$ cat src/rtl/l12x_pkg.sv
package l12x_pkg;
  typedef enum logic [1:0] {
    ST_IDLE = 2'd0,
    ST_PWR  = 2'd1,
    ST_CM   = 2'd2,
    ST_DONE = 2'd3
  } seq_state_e;

  localparam int CAP_W = 32;
  localparam int SCALE_W = 2;
  localparam int FLAG_W = 5;
endpackage

$ cat src/rtl/l12x_sync.sv
module l12x_sync #(
  parameter int   STAGES  = 2,
  parameter logic RST_VAL = 1'b1
) (
  input  logic clk,
  input  logic rst_n,
  input  logic d,
  output logic q
);
  logic [STAGES-1:0] chain;

  always_ff @(posedge clk or negedge rst_n) begin
    if (!rst_n) chain <= {STAGES{RST_VAL}};
    else        chain <= {chain[STAGES-2:0], d};
  end

  assign q = chain[STAGES-1];
endmodule

$ cat src/rtl/l12x_cap_reg.sv
module l12x_cap_reg
  import l12x_pkg::*;
#(
  parameter int                 VAL_W     = 5,
  parameter int                 CM_W      = 8,
  parameter logic [VAL_W-1:0]   RST_VAL   = 5'hd,
  parameter logic [CM_W-1:0]    RST_CM    = 8'hff,
  parameter logic [SCALE_W-1:0] RST_SCALE = 2'b00,
  parameter logic [FLAG_W-1:0]  RST_FLAGS = 5'h1f
) (
  input  logic               clk,
  input  logic               rst_n,
  input  logic               wr_valid,
  input  logic               wr_ready,
  input  logic [CAP_W-1:0]   wr_data,
  output logic [CAP_W-1:0]   cap_word,
  output logic               l12_ok,
  output logic [SCALE_W-1:0] scale,
  output logic [VAL_W-1:0]   pwr_val,
  output logic [CM_W-1:0]    cm_time,
  output logic               cfg_err
);
  localparam int FLAG_LO  = 0;
  localparam int CM_LO    = 8;
  localparam int SCALE_LO = 16;
  localparam int VAL_LO   = 19;

  logic [FLAG_W-1:0] flags;
  logic              take;
  logic              bad_cfg;

  assign take    = wr_valid & wr_ready;
  assign bad_cfg = (wr_data[SCALE_LO +: SCALE_W] == 2'b11) |
                   (|wr_data[7:5]) | wr_data[18] | (|wr_data[31:24]);

  always_ff @(posedge clk or negedge rst_n) begin
    if (!rst_n) begin
      flags   <= RST_FLAGS;
      cm_time <= RST_CM;
      scale   <= RST_SCALE;
      pwr_val <= RST_VAL;
      cfg_err <= 1'b0;
    end else if (take) begin
      flags   <= wr_data[FLAG_LO +: FLAG_W];
      cm_time <= wr_data[CM_LO +: CM_W];
      scale   <= wr_data[SCALE_LO +: SCALE_W];
      pwr_val <= wr_data[VAL_LO +: VAL_W];
      if (bad_cfg) cfg_err <= 1'b1;
    end
  end

  assign cap_word = {8'h00, pwr_val, 1'b0, scale, cm_time, 3'b000, flags};
  assign l12_ok   = flags[4] & (flags[0] | flags[2]);

  p_hold_r2: assert property (@(posedge clk) disable iff (!rst_n)
    !(wr_valid && wr_ready) |=> $stable(cap_word));
  p_err_sticky_r8: assert property (@(posedge clk) disable iff (!rst_n)
    cfg_err |=> cfg_err);
endmodule

$ cat src/rtl/l12x_seq.sv
module l12x_seq
  import l12x_pkg::*;
#(
  parameter int VAL_W = 5,
  parameter int CM_W  = 8,
  parameter int U0    = 2,
  parameter int U1    = 10,
  parameter int U2    = 100
) (
  input  logic               clk,
  input  logic               rst_n,
  input  logic               us_tick,
  input  logic               creq,
  input  logic               exit_req,
  input  logic               l12_ok,
  input  logic [SCALE_W-1:0] scale,
  input  logic [VAL_W-1:0]   pwr_val,
  input  logic [CM_W-1:0]    cm_time,
  output logic               idle,
  output logic               drive_en,
  output logic               wait_done
);
  localparam int MAX_PWR = ((1 << VAL_W) - 1) * U2;
  localparam int PWR_CW  = $clog2(MAX_PWR + 1);
  localparam int CNT_W   = (PWR_CW > CM_W) ? PWR_CW : CM_W;

  seq_state_e       state, state_n;
  logic [CNT_W-1:0] cnt, cnt_n;
  logic [CNT_W-1:0] unit_c;
  logic [CNT_W-1:0] pwr_load;
  logic             act, keep, done_n;

  always_comb begin
    case (scale)
      2'b00:   unit_c = CNT_W'(U0);
      2'b01:   unit_c = CNT_W'(U1);
      default: unit_c = CNT_W'(U2);
    endcase
  end

  assign pwr_load = CNT_W'(pwr_val) * unit_c;
  assign act      = exit_req & l12_ok;
  assign keep     = act & creq;

  always_comb begin
    state_n = state;
    cnt_n   = cnt;
    done_n  = 1'b0;
    case (state)
      ST_IDLE: if (keep) begin
        state_n = ST_PWR;
        cnt_n   = pwr_load;
      end
      ST_PWR: begin
        if (!keep) state_n = ST_IDLE;
        else if (cnt == '0) begin
          state_n = ST_CM;
          cnt_n   = CNT_W'(cm_time);
        end else if (us_tick) cnt_n = cnt - 1'b1;
      end
      ST_CM: begin
        if (!keep) state_n = ST_IDLE;
        else if (cnt == '0) begin
          state_n = ST_DONE;
          done_n  = 1'b1;
        end else if (us_tick) cnt_n = cnt - 1'b1;
      end
      default: if (!act) state_n = ST_IDLE;
    endcase
  end

  always_ff @(posedge clk or negedge rst_n) begin
    if (!rst_n) begin
      state     <= ST_IDLE;
      cnt       <= '0;
      wait_done <= 1'b0;
    end else begin
      state     <= state_n;
      cnt       <= cnt_n;
      wait_done <= done_n;
    end
  end

  assign idle     = (state == ST_IDLE);
  assign drive_en = (state == ST_DONE) | ~act;

  p_dec_r3: assert property (@(posedge clk) disable iff (!rst_n)
    ((state == ST_PWR || state == ST_CM) && keep && us_tick && cnt != '0)
      |=> cnt == CNT_W'($past(cnt) - 1'b1));
  p_start_r4: assert property (@(posedge clk) disable iff (!rst_n)
    (state == ST_IDLE && !keep) |=> state == ST_IDLE);
  p_abort_r7: assert property (@(posedge clk) disable iff (!rst_n)
    ((state == ST_PWR || state == ST_CM) && !creq) |=> state == ST_IDLE);
  p_pulse_r6: assert property (@(posedge clk) disable iff (!rst_n)
    wait_done |=> !wait_done);
endmodule

$ cat src/rtl/l12_exit_timer.sv
module l12_exit_timer
  import l12x_pkg::*;
#(
  parameter int VAL_W     = 5,
  parameter int CM_W      = 8,
  parameter int SYNC_STG  = 2,
  parameter int UNIT_LO   = 2,
  parameter int UNIT_MID  = 10,
  parameter int UNIT_HI   = 100
) (
  input  logic        clk,
  input  logic        rst_n,
  input  logic        us_tick,
  input  logic        clkreq_n,
  input  logic        exit_req,
  input  logic        cfg_valid,
  output logic        cfg_ready,
  input  logic [31:0] cfg_data,
  output logic [31:0] cap_word,
  output logic        drive_en,
  output logic        wait_done,
  output logic        cfg_err
);
  logic               creq_n_s;
  logic               l12_ok;
  logic [SCALE_W-1:0] scale;
  logic [VAL_W-1:0]   pwr_val;
  logic [CM_W-1:0]    cm_time;
  logic               idle;

  l12x_sync #(.STAGES(SYNC_STG), .RST_VAL(1'b1)) u_sync (
    .clk(clk), .rst_n(rst_n), .d(clkreq_n), .q(creq_n_s)
  );

  l12x_cap_reg #(.VAL_W(VAL_W), .CM_W(CM_W)) u_cap (
    .clk(clk), .rst_n(rst_n), .wr_valid(cfg_valid), .wr_ready(cfg_ready),
    .wr_data(cfg_data), .cap_word(cap_word), .l12_ok(l12_ok), .scale(scale),
    .pwr_val(pwr_val), .cm_time(cm_time), .cfg_err(cfg_err)
  );

  l12x_seq #(.VAL_W(VAL_W), .CM_W(CM_W), .U0(UNIT_LO), .U1(UNIT_MID), .U2(UNIT_HI)) u_seq (
    .clk(clk), .rst_n(rst_n), .us_tick(us_tick), .creq(~creq_n_s),
    .exit_req(exit_req), .l12_ok(l12_ok), .scale(scale), .pwr_val(pwr_val),
    .cm_time(cm_time), .idle(idle), .drive_en(drive_en), .wait_done(wait_done)
  );

  assign cfg_ready = idle;

  p_done_drive_r6: assert property (@(posedge clk) disable iff (!rst_n)
    wait_done |-> drive_en);
  p_busy_stall_r2: assert property (@(posedge clk) disable iff (!rst_n)
    (cfg_valid && !cfg_ready) |=> $stable(cap_word));
endmodule

$ cat config.mk
export PLATFORM = sky130hd
export DESIGN_NAME = l12_exit_timer
export DESIGN_NICKNAME = d
export VERILOG_FILES = /design/src/rtl/l12x_pkg.sv /design/src/rtl/l12x_sync.sv /design/src/rtl/l12x_cap_reg.sv /design/src/rtl/l12x_seq.sv /design/src/rtl/l12_exit_timer.sv
export SDC_FILE = /design/constraint.sdc
export NUM_CORES = 1
export LEC_CHECK = 0
export BUFFER_PORTS_ARGS = -buffer_cell sky130_fd_sc_hd__buf_2
export CAP_MARGIN = 20
export CORE_ASPECT_RATIO = 2
export CORE_UTILIZATION = 48
export CTS_BUF_LIST = sky130_fd_sc_hd__clkbuf_4
export CTS_CLUSTER_DIAMETER = 200
export CTS_CLUSTER_SIZE = 14
export DETAILED_ROUTE_END_ITERATION = 7
export HOLD_SLACK_MARGIN = 0.05
export PLACE_DENSITY = 0.75
export SYNTH_ARGS = -nofsm -noshare
export SYNTH_HDL_FRONTEND = slang
export SYNTH_HIERARCHICAL = 1
export SYNTH_SLANG_ARGS = --single-unit
$ cat constraint.sdc
create_clock -name clk -period 3.6 [get_ports clk]
set_clock_uncertainty 0.05 [all_clocks]
set_input_delay 0.72 -clock clk [delete_from_list [all_inputs] [get_ports clk]]
set_output_delay 0.72 -clock clk [all_outputs]
set_load 0.05 [all_outputs]
==> metrics.cfg, run 1 <==
[logic_synthesis]
mappedNetlistArea_sq_um=3030
synthCells=286
synth_ff_type=dfrtp_1
syn_avg_cell_area_sq_um=10.6
ys_seq_area_share_pct=32.1
synth.ff_latch_count=38
netlist-cell-type-count=64
synth_warnings=6
synth_edf_count=0
async_flop_share_pct=100

[route]
wirelength_microns=6730
ant_nets=0
drc=0
vias=2394
drt_pass1_iterations=5
viasPerCell=5.67
wl_per_cell_microns=15.9
drtIter0Drc=69

[clocking]
clk_latency_ns=0.36
cts_tree=done
cts_setup_buffers=0
cts-hold-fix-buffers=0
clock_path_buffers=2
path_clk_slew_ns=0.12
cts_buffers=5
ctsResizeCount=0
clock-sinks=38
root_buffer=clkbuf_4
htreeDepth=2

[floorplan]
die_x_microns=58.2
die_area_sq_um=6660
ioPinCount=74
die_h_microns=114
fp.coreArea_sq_um=6060
rows=40
initial_core_util_pct=50.1

[critical_path]
required_ns=3.80
critPathMaxFanout=5
crit_type=reg2reg
arrival_ns=3.63
cp-end-kind=flip-flop
worstSetupStartpointType=flip-flop

[cells_and_area]
nets=409
multi_input_area_sq_um=1860
syn_to_final_growth_pct=11.2
drive_gt1_share_pct=41.1
regArea_sq_um=976
n_antenna_cell=0
layout_common_cells=61 x buf_2, 27 x ha_1, 23 x mux2_2, 18 x dfrtp_1, 18 x dfstp_2
n_fill_cell=538
layout_commonest_cell=buf_2

[timing]
layout_min_cycle_time_ns=3.43
finalSetupViolCount=0
rsz0062_at_grt=no
min_period_over_period_pct=95.2
final_hold_viol_count=0
drv_slew=0
setup-tns-final_ns=0
worst_pin_slew_ns=0.847
slew_headroom_pct=43.5
fmax_mhz=292

[global_routing]
grt_pass1_vias=2442
overflow=0
grt_max_degree=39
grt_pass1_wl_microns=11000
grt.total_usage_pct=21.9
antenna_found_initial=0

[min_path]
hold_path.class=reg2reg

[place]
port_buffers=61
gp_congestion=0.889
dp_hpwl_microns=5400

[flow_run]
drv_cap=0

[run_status]
status=finished, final reports clean

## worst paths after layout
check	from	end	slack (ns)	cells after the start
max in group asynchronous	rst_n	u_cap/scale[0]	2.52	1
min in group asynchronous	rst_n	u_seq/wait_done	0.40	1
worst max register to register	u_cap/pwr_val[3]	u_seq/cnt[9]	0.17	11
worst max-delay path	u_cap/pwr_val[3]	u_seq/cnt[9]	0.17	11
worst min register to register	u_sync/chain[0]	u_sync/chain[1]	0.30	0
worst min-delay path	u_sync/chain[0]	u_sync/chain[1]	0.30	0
## sequential cells by signal (all words and copies together), names as in the netlist
name,count
u_cap/flags,5
u_sync/chain,2
u_cap/cfg_err,1
u_cap/pwr_val,5
u_seq/wait_done,1
u_seq/state,2
u_seq/cnt,12
u_cap/scale,2
u_cap/cm_time,8
## cells in the mapped netlist (6+ instances only)
master,instances,share of area (%)
and2_1,10,2.1
buf_4,29,7.2
nand2_1,9,1.1
a21oi_1,8,1.3
nor3_1,10,1.6
ha_1,29,12
dfrtp_1,20,16
mux2_2,23,8.5
a22o_1,6,1.7
inv_1,11,1.4
dfstp_2,18,16
nor2_1,10,1.2
o21ai_0,8,1.3
## routing by layer
metal	part of all wire [%]	GRT usage [%]
met1	33	21.4
met2	59	40.3
met3	3.5	3.84
met4	4.8	14.1
met5	0	0
## final cells by class
class	instances	area share, %
Multi-Input combinational cell	215	55.1
Tap cell	84	3.12
Inverter	12	1.34
Sequential cell	38	28.9
Clock inverter	3	0.482
Timing Repair Buffer	65	9.94
Clock buffer	5	1.11
## per-stage QoR
stage               worst slack [ns]  instances  cell area (sq um)  hold WS (ns)  utilization [%]
floorplan                     0.0107        299               3130         0.295                -
global placement               0.244        412               3300         0.297             54.6
detailed placement             0.195        412               3300         0.300             54.6
CTS                            0.156        420               3360         0.309             55.5
global route                 0.00781        422               3370         0.311             55.7
finish                         0.174        422               3370         0.304             55.7
## critical path, cell delays in order, from the launching register on
cell and delay (ns):
dfstp_2 0.59, nand2_1 0.09, o21ai_0 0.09, ha_1 0.26
ha_1 0.32, fa_1 0.53, ha_4 0.28, a211o_1 0.33
a21o_1 0.18, a21oi_2 0.16, xnor2_1 0.09, a311o_1 0.35
## cells by family (layout without fill, tap and decap cells)
logic type / count (synthesis) / after routing / share of synthesized area, %
adder cells (fa/ha/maj): 34 / 34 / 15.3
buffers and inverters: 46 / 85 / 9.57
XOR/XNOR: 5 / 5 / 1.44
AO/OA/AOI/OAI: 71 / 71 / 18.8
flip-flops: 38 / 38 / 32.1
AND/OR/NAND/NOR: 65 / 65 / 13.3
other: 2 / 15 / 0.248
multiplexers: 25 / 25 / 9.28
Power of run 1 is not shown: default switching activity piles up to over one toggle a cycle in this logic, so the estimate is an artifact.
==> run 2, diff against run 1 <==
--- a/config.mk
+++ b/config.mk
@@ -15,6 +15,7 @@
 export DETAILED_ROUTE_END_ITERATION = 7
 export HOLD_SLACK_MARGIN = 0.05
 export PLACE_DENSITY = 0.75
+export RECOVER_POWER = 50
 export SYNTH_ARGS = -nofsm -noshare
 export SYNTH_HDL_FRONTEND = slang
 export SYNTH_HIERARCHICAL = 1
==> metrics.cfg, run 2 (synthesis gave the netlist of run 1 again) <==
[run_status]
status=finished with violations
violations=max-capacitance violations, max-slew violations

[min_path]
hold_path.class=reg2reg

[floorplan]
die_x_microns=58.2
die_area_sq_um=6660
ioPinCount=74
initial_core_util_pct=50.1
die_h_microns=114
rows=40
fp.coreArea_sq_um=6060

[route]
drt_pass1_iterations=4
ant_nets=0
vias=2383
drtIter0Drc=74
viasPerCell=5.65
wirelength_microns=6740
wl_per_cell_microns=16.0
drc=0

[critical_path]
arrival_ns=3.63
cpPeakStageDelay_ns=0.59
worstSetupStartpointType=flip-flop
path_cells=nand2_1, o21ai_0, ha_1, ha_1, fa_1, ha_4, a211o_1, a21o_1, a21oi_2, xnor2_1, a311o_1
slowest_stage=dfstp_2
critPathMaxFanout=5
required_ns=3.80
crit_path_frequent_cell=ha_1
crit_type=reg2reg
cp-end-kind=flip-flop

[global_routing]
grt.total_usage_pct=21.9
grt_pass1_wl_microns=11000
antenna_found_initial=0
overflow=0
grt_pass1_vias=2442
grt_max_degree=39

[timing]
slew_headroom_pct=-34.1
setup-tns-final_ns=0
drv_slew=39
final_hold_viol_count=0
worst_pin_slew_ns=2.01
min_period_over_period_pct=95.2
finalSetupViolCount=0
rsz0062_at_grt=no
fmax_mhz=292
layout_min_cycle_time_ns=3.43

[cells_and_area]
multi_input_area_sq_um=1860
finalNonFillerCells=422
drive_gt1_share_pct=38.2
reg_top3=u_seq/cnt x12, u_cap/cm_time x8
n_antenna_cell=0
largest-register=u_seq/cnt
layout_commonest_cell=buf_2
n_fill_cell=545
regArea_sq_um=976
layout_common_cells=51 x buf_2, 27 x ha_1, 23 x mux2_2, 18 x dfrtp_1, 18 x dfstp_2
syn_to_final_growth_pct=10.8
largest_reg_flops=12
nets=409

[place]
dp_hpwl_microns=5400
gp_congestion=0.889
port_buffers=61
dpl.cell_count=412

[clocking]
cts_buffers=5
ctsResizeCount=0
root_buffer=clkbuf_4
htreeDepth=2
clk_latency_ns=0.36
path_clk_slew_ns=0.12
cts_tree=done
clock_path_buffers=2
clock-sinks=38

[flow_run]
drv_cap=1

run 2: metrics by stage:
step / instance area, sq um / hold slack (ns) / setup slack [ns] / utilization (%)
after floorplan: 3130 / 0.295 / 0.0107 / -
after global placement: 3300 / 0.297 / 0.244 / 54.6
after detailed placement: 3300 / 0.300 / 0.195 / 54.6
after CTS: 3360 / 0.309 / 0.156 / 55.5
after global routing: 3360 / 0.311 / 0.00781 / 55.5
final: 3360 / 0.304 / 0.174 / 55.5
run 2: path summary, 6_finish.rpt:
path	to	from	cells after the start	slack (ns)
worst max-delay path	u_seq/cnt[9]	u_cap/pwr_val[3]	11	0.17
worst min-delay path	u_sync/chain[1]	u_sync/chain[0]	0	0.30
worst max register to register	u_seq/cnt[9]	u_cap/pwr_val[3]	11	0.17
worst min register to register	u_sync/chain[1]	u_sync/chain[0]	0	0.30
max in group asynchronous	u_cap/scale[0]	rst_n	1	1.34
min in group asynchronous	u_seq/wait_done	rst_n	1	0.86
run 2: final cells by class:
cell class / count / area share, %
multi-input combinational: 215 / 55.3
tap: 84 / 3.13
clock buffer: 5 / 1.12
timing repair buffer: 65 / 9.61
inverter: 12 / 1.34
sequential: 38 / 29.0
clock inverter: 3 / 0.484
run 2: worst max-delay path: cells and delay by family, from the launching register on:
kind	cells	cell delay [ns]
AND/OR/NAND/NOR	1	0.10
flip-flops	1	0.59
AO/OA/AOI/OAI	5	1.11
XOR/XNOR	1	0.09
adder cells (fa/ha/maj)	4	1.39
run 2: timing repair:
action	4_1_cts	5_1_grt
buffers inserted	0	2
hold buffers	0	0
setup endpoints to repair	0	1
run 2: metal layers:
layer | part of all wire (%) | global-route usage, % | vias to the layer above
met5 | 0 | 0 | -
met4 | 4.5 | 14.1 | 0
met3 | 3.7 | 3.84 | 24
met2 | 59 | 40.3 | 84
met1 | 33 | 21.4 | 1151
li1 | - | - | 1124
Power of run 2 is left out for the same reason.
==> run 3, diff against run 2 <==
--- a/config.mk
+++ b/config.mk
@@ -5,7 +5,7 @@
 export SDC_FILE = /design/constraint.sdc
 export NUM_CORES = 1
 export LEC_CHECK = 0
-export BUFFER_PORTS_ARGS = -buffer_cell sky130_fd_sc_hd__buf_2
+export BUFFER_PORTS_ARGS = -buffer_cell sky130_fd_sc_hd__buf_4
 export CAP_MARGIN = 20
 export CORE_ASPECT_RATIO = 2
 export CORE_UTILIZATION = 48
==> constraint.sdc (replaced) <==
create_clock -name clk -period 3.1 [get_ports clk]
set_clock_uncertainty 0.05 [all_clocks]
set_input_delay 0.62 -clock clk [delete_from_list [all_inputs] [get_ports clk]]
set_output_delay 0.62 -clock clk [all_outputs]
set_load 0.05 [all_outputs]
==> metrics.cfg, run 3 (synthesis gave the netlist of run 1 again) <==
[run_status]
status=finished with violations
violations=max-capacitance violations, max-slew violations, negative setup slack

[route]
vias=2450
ant_nets=0
drt_pass1_iterations=4
viasPerCell=5.58
drtIter0Drc=60
wl_per_cell_microns=16.0
wirelength_microns=7050
drc=0

[cells_and_area]
layout_commonest_cell=buf_4
n_antenna_cell=0
syn_to_final_growth_pct=22.0
layout_common_cells=73 x buf_4, 26 x ha_1, 23 x mux2_2, 18 x dfrtp_1, 18 x dfstp_2
n_fill_cell=534
largest-register=u_seq/cnt
largest_reg_flops=12
finalNonFillerCells=439
drive_gt1_share_pct=44.8
nets=426
final_util_pct=61.1
reg_top3=u_seq/cnt x12, u_cap/cm_time x8

[timing]
layout_min_cycle_time_ns=3.24
layout_setup_ws_ns=-0.137
finalSetupViolCount=5
final_hold_viol_count=0
worst_pin_slew_ns=2.05
fmax_mhz=309
setup-tns-final_ns=-0.512
slew_headroom_pct=-36.7
rsz0062_at_grt=yes
min_period_over_period_pct=104
drv_slew=39

[global_routing]
grt_pass1_wl_microns=11400
overflow=0
grt.total_usage_pct=22.5
grt_pass1_vias=2574
antenna_found_initial=0
grt_max_degree=39

[critical_path]
path_cells=nor2b_4, and2_4, ha_4, fa_1, fa_1, ha_4, o21a_1, a21oi_1, a22o_1, a31o_2, a22o_1
path_buf_inv=0
cpPeakStageDelay_ns=0.49
worstSetupStartpointType=flip-flop
critPathMaxFanout=6
slowest_stage=fa_1
arrival_ns=3.45
cp-end-kind=flip-flop
required_ns=3.31
crit_type=reg2reg
path_delay_family=adder cells

[floorplan]
rows=40
ioPinCount=74
initial_core_util_pct=50.1
die_x_microns=58.2
die_h_microns=114
fp.coreArea_sq_um=6060
die_area_sq_um=6660

[flow_run]
drv_cap=1

[clocking]
cts_buffers=5
clock-sinks=38
clock_path_buffers=2
path_clk_slew_ns=0.13
clk_latency_ns=0.36
cts-hold-fix-buffers=0
cts_tree=done
root_buffer=clkbuf_4
htreeDepth=2

[place]
dp_hpwl_microns=5670
dpl.cell_count=430
gp_congestion=0.826
port_buffers=61

[min_path]
hold_path.class=reg2reg

[run 3: final cells by class]
type                       count  area [sq um]  share of cell area [%]
sequential                    38           976                    26.4
inverter                      12          45.0                    1.22
tap                           84           105                    2.84
clock buffer                   6          45.0                    1.22
clock inverter                 2          33.8                   0.913
timing repair buffer          82           586                    15.8
multi-input combinational    215          1910                    51.6
[run 3: worst paths after layout]
| kind | start | endpoint | slack (ns) | cells after the start |
|---|---|---|---|---|
| max | u_cap/scale[1] | u_seq/cnt[6] | -0.14 | 11 |
| min | u_sync/chain[0] | u_sync/chain[1] | 0.31 | 0 |
| max reg2reg | u_cap/scale[1] | u_seq/cnt[6] | -0.14 | 11 |
| min reg2reg | u_sync/chain[0] | u_sync/chain[1] | 0.31 | 0 |
| max in group asynchronous | rst_n | u_cap/scale[0] | 0.91 | 1 |
| min in group asynchronous | rst_n | u_cap/scale[1] | 0.78 | 1 |
[run 3: metrics by stage]
stage | hold slack [ns] | worst slack [ns] | cell area [sq um]
floorplan | 0.274 | -0.384 | 3150
global placement | 0.297 | -0.131 | 3600
detailed placement | 0.301 | -0.156 | 3600
CTS | 0.163 | -0.159 | 3710
global route | 0.306 | -0.232 | 3700
finish | 0.314 | -0.137 | 3700
[run 3: per-layer routing]
layer  up-vias  global-route usage [%]  wire length, microns  share of wire (%)
met3        20                    3.39                   220                3.1
met1      1200                    21.6                  2360                 34
met2        67                    43.3                  4170                 59
met5         -                       0                     0                  0
li1       1163                       -                     -                  -
met4         0                    12.5                   291                4.1
[run 3: timing repair]
| item | 4_1_cts | 5_1_grt |
|---|---|---|
| gates resized for setup | 3 | 5 |
| gates cloned | 0 | 0 |
| buffers inserted | 1 | 0 |
| endpoints found under the setup margin | 4 | 6 |
| pin swaps | 2 | 14 |
Power of run 3 is left out for the same reason.
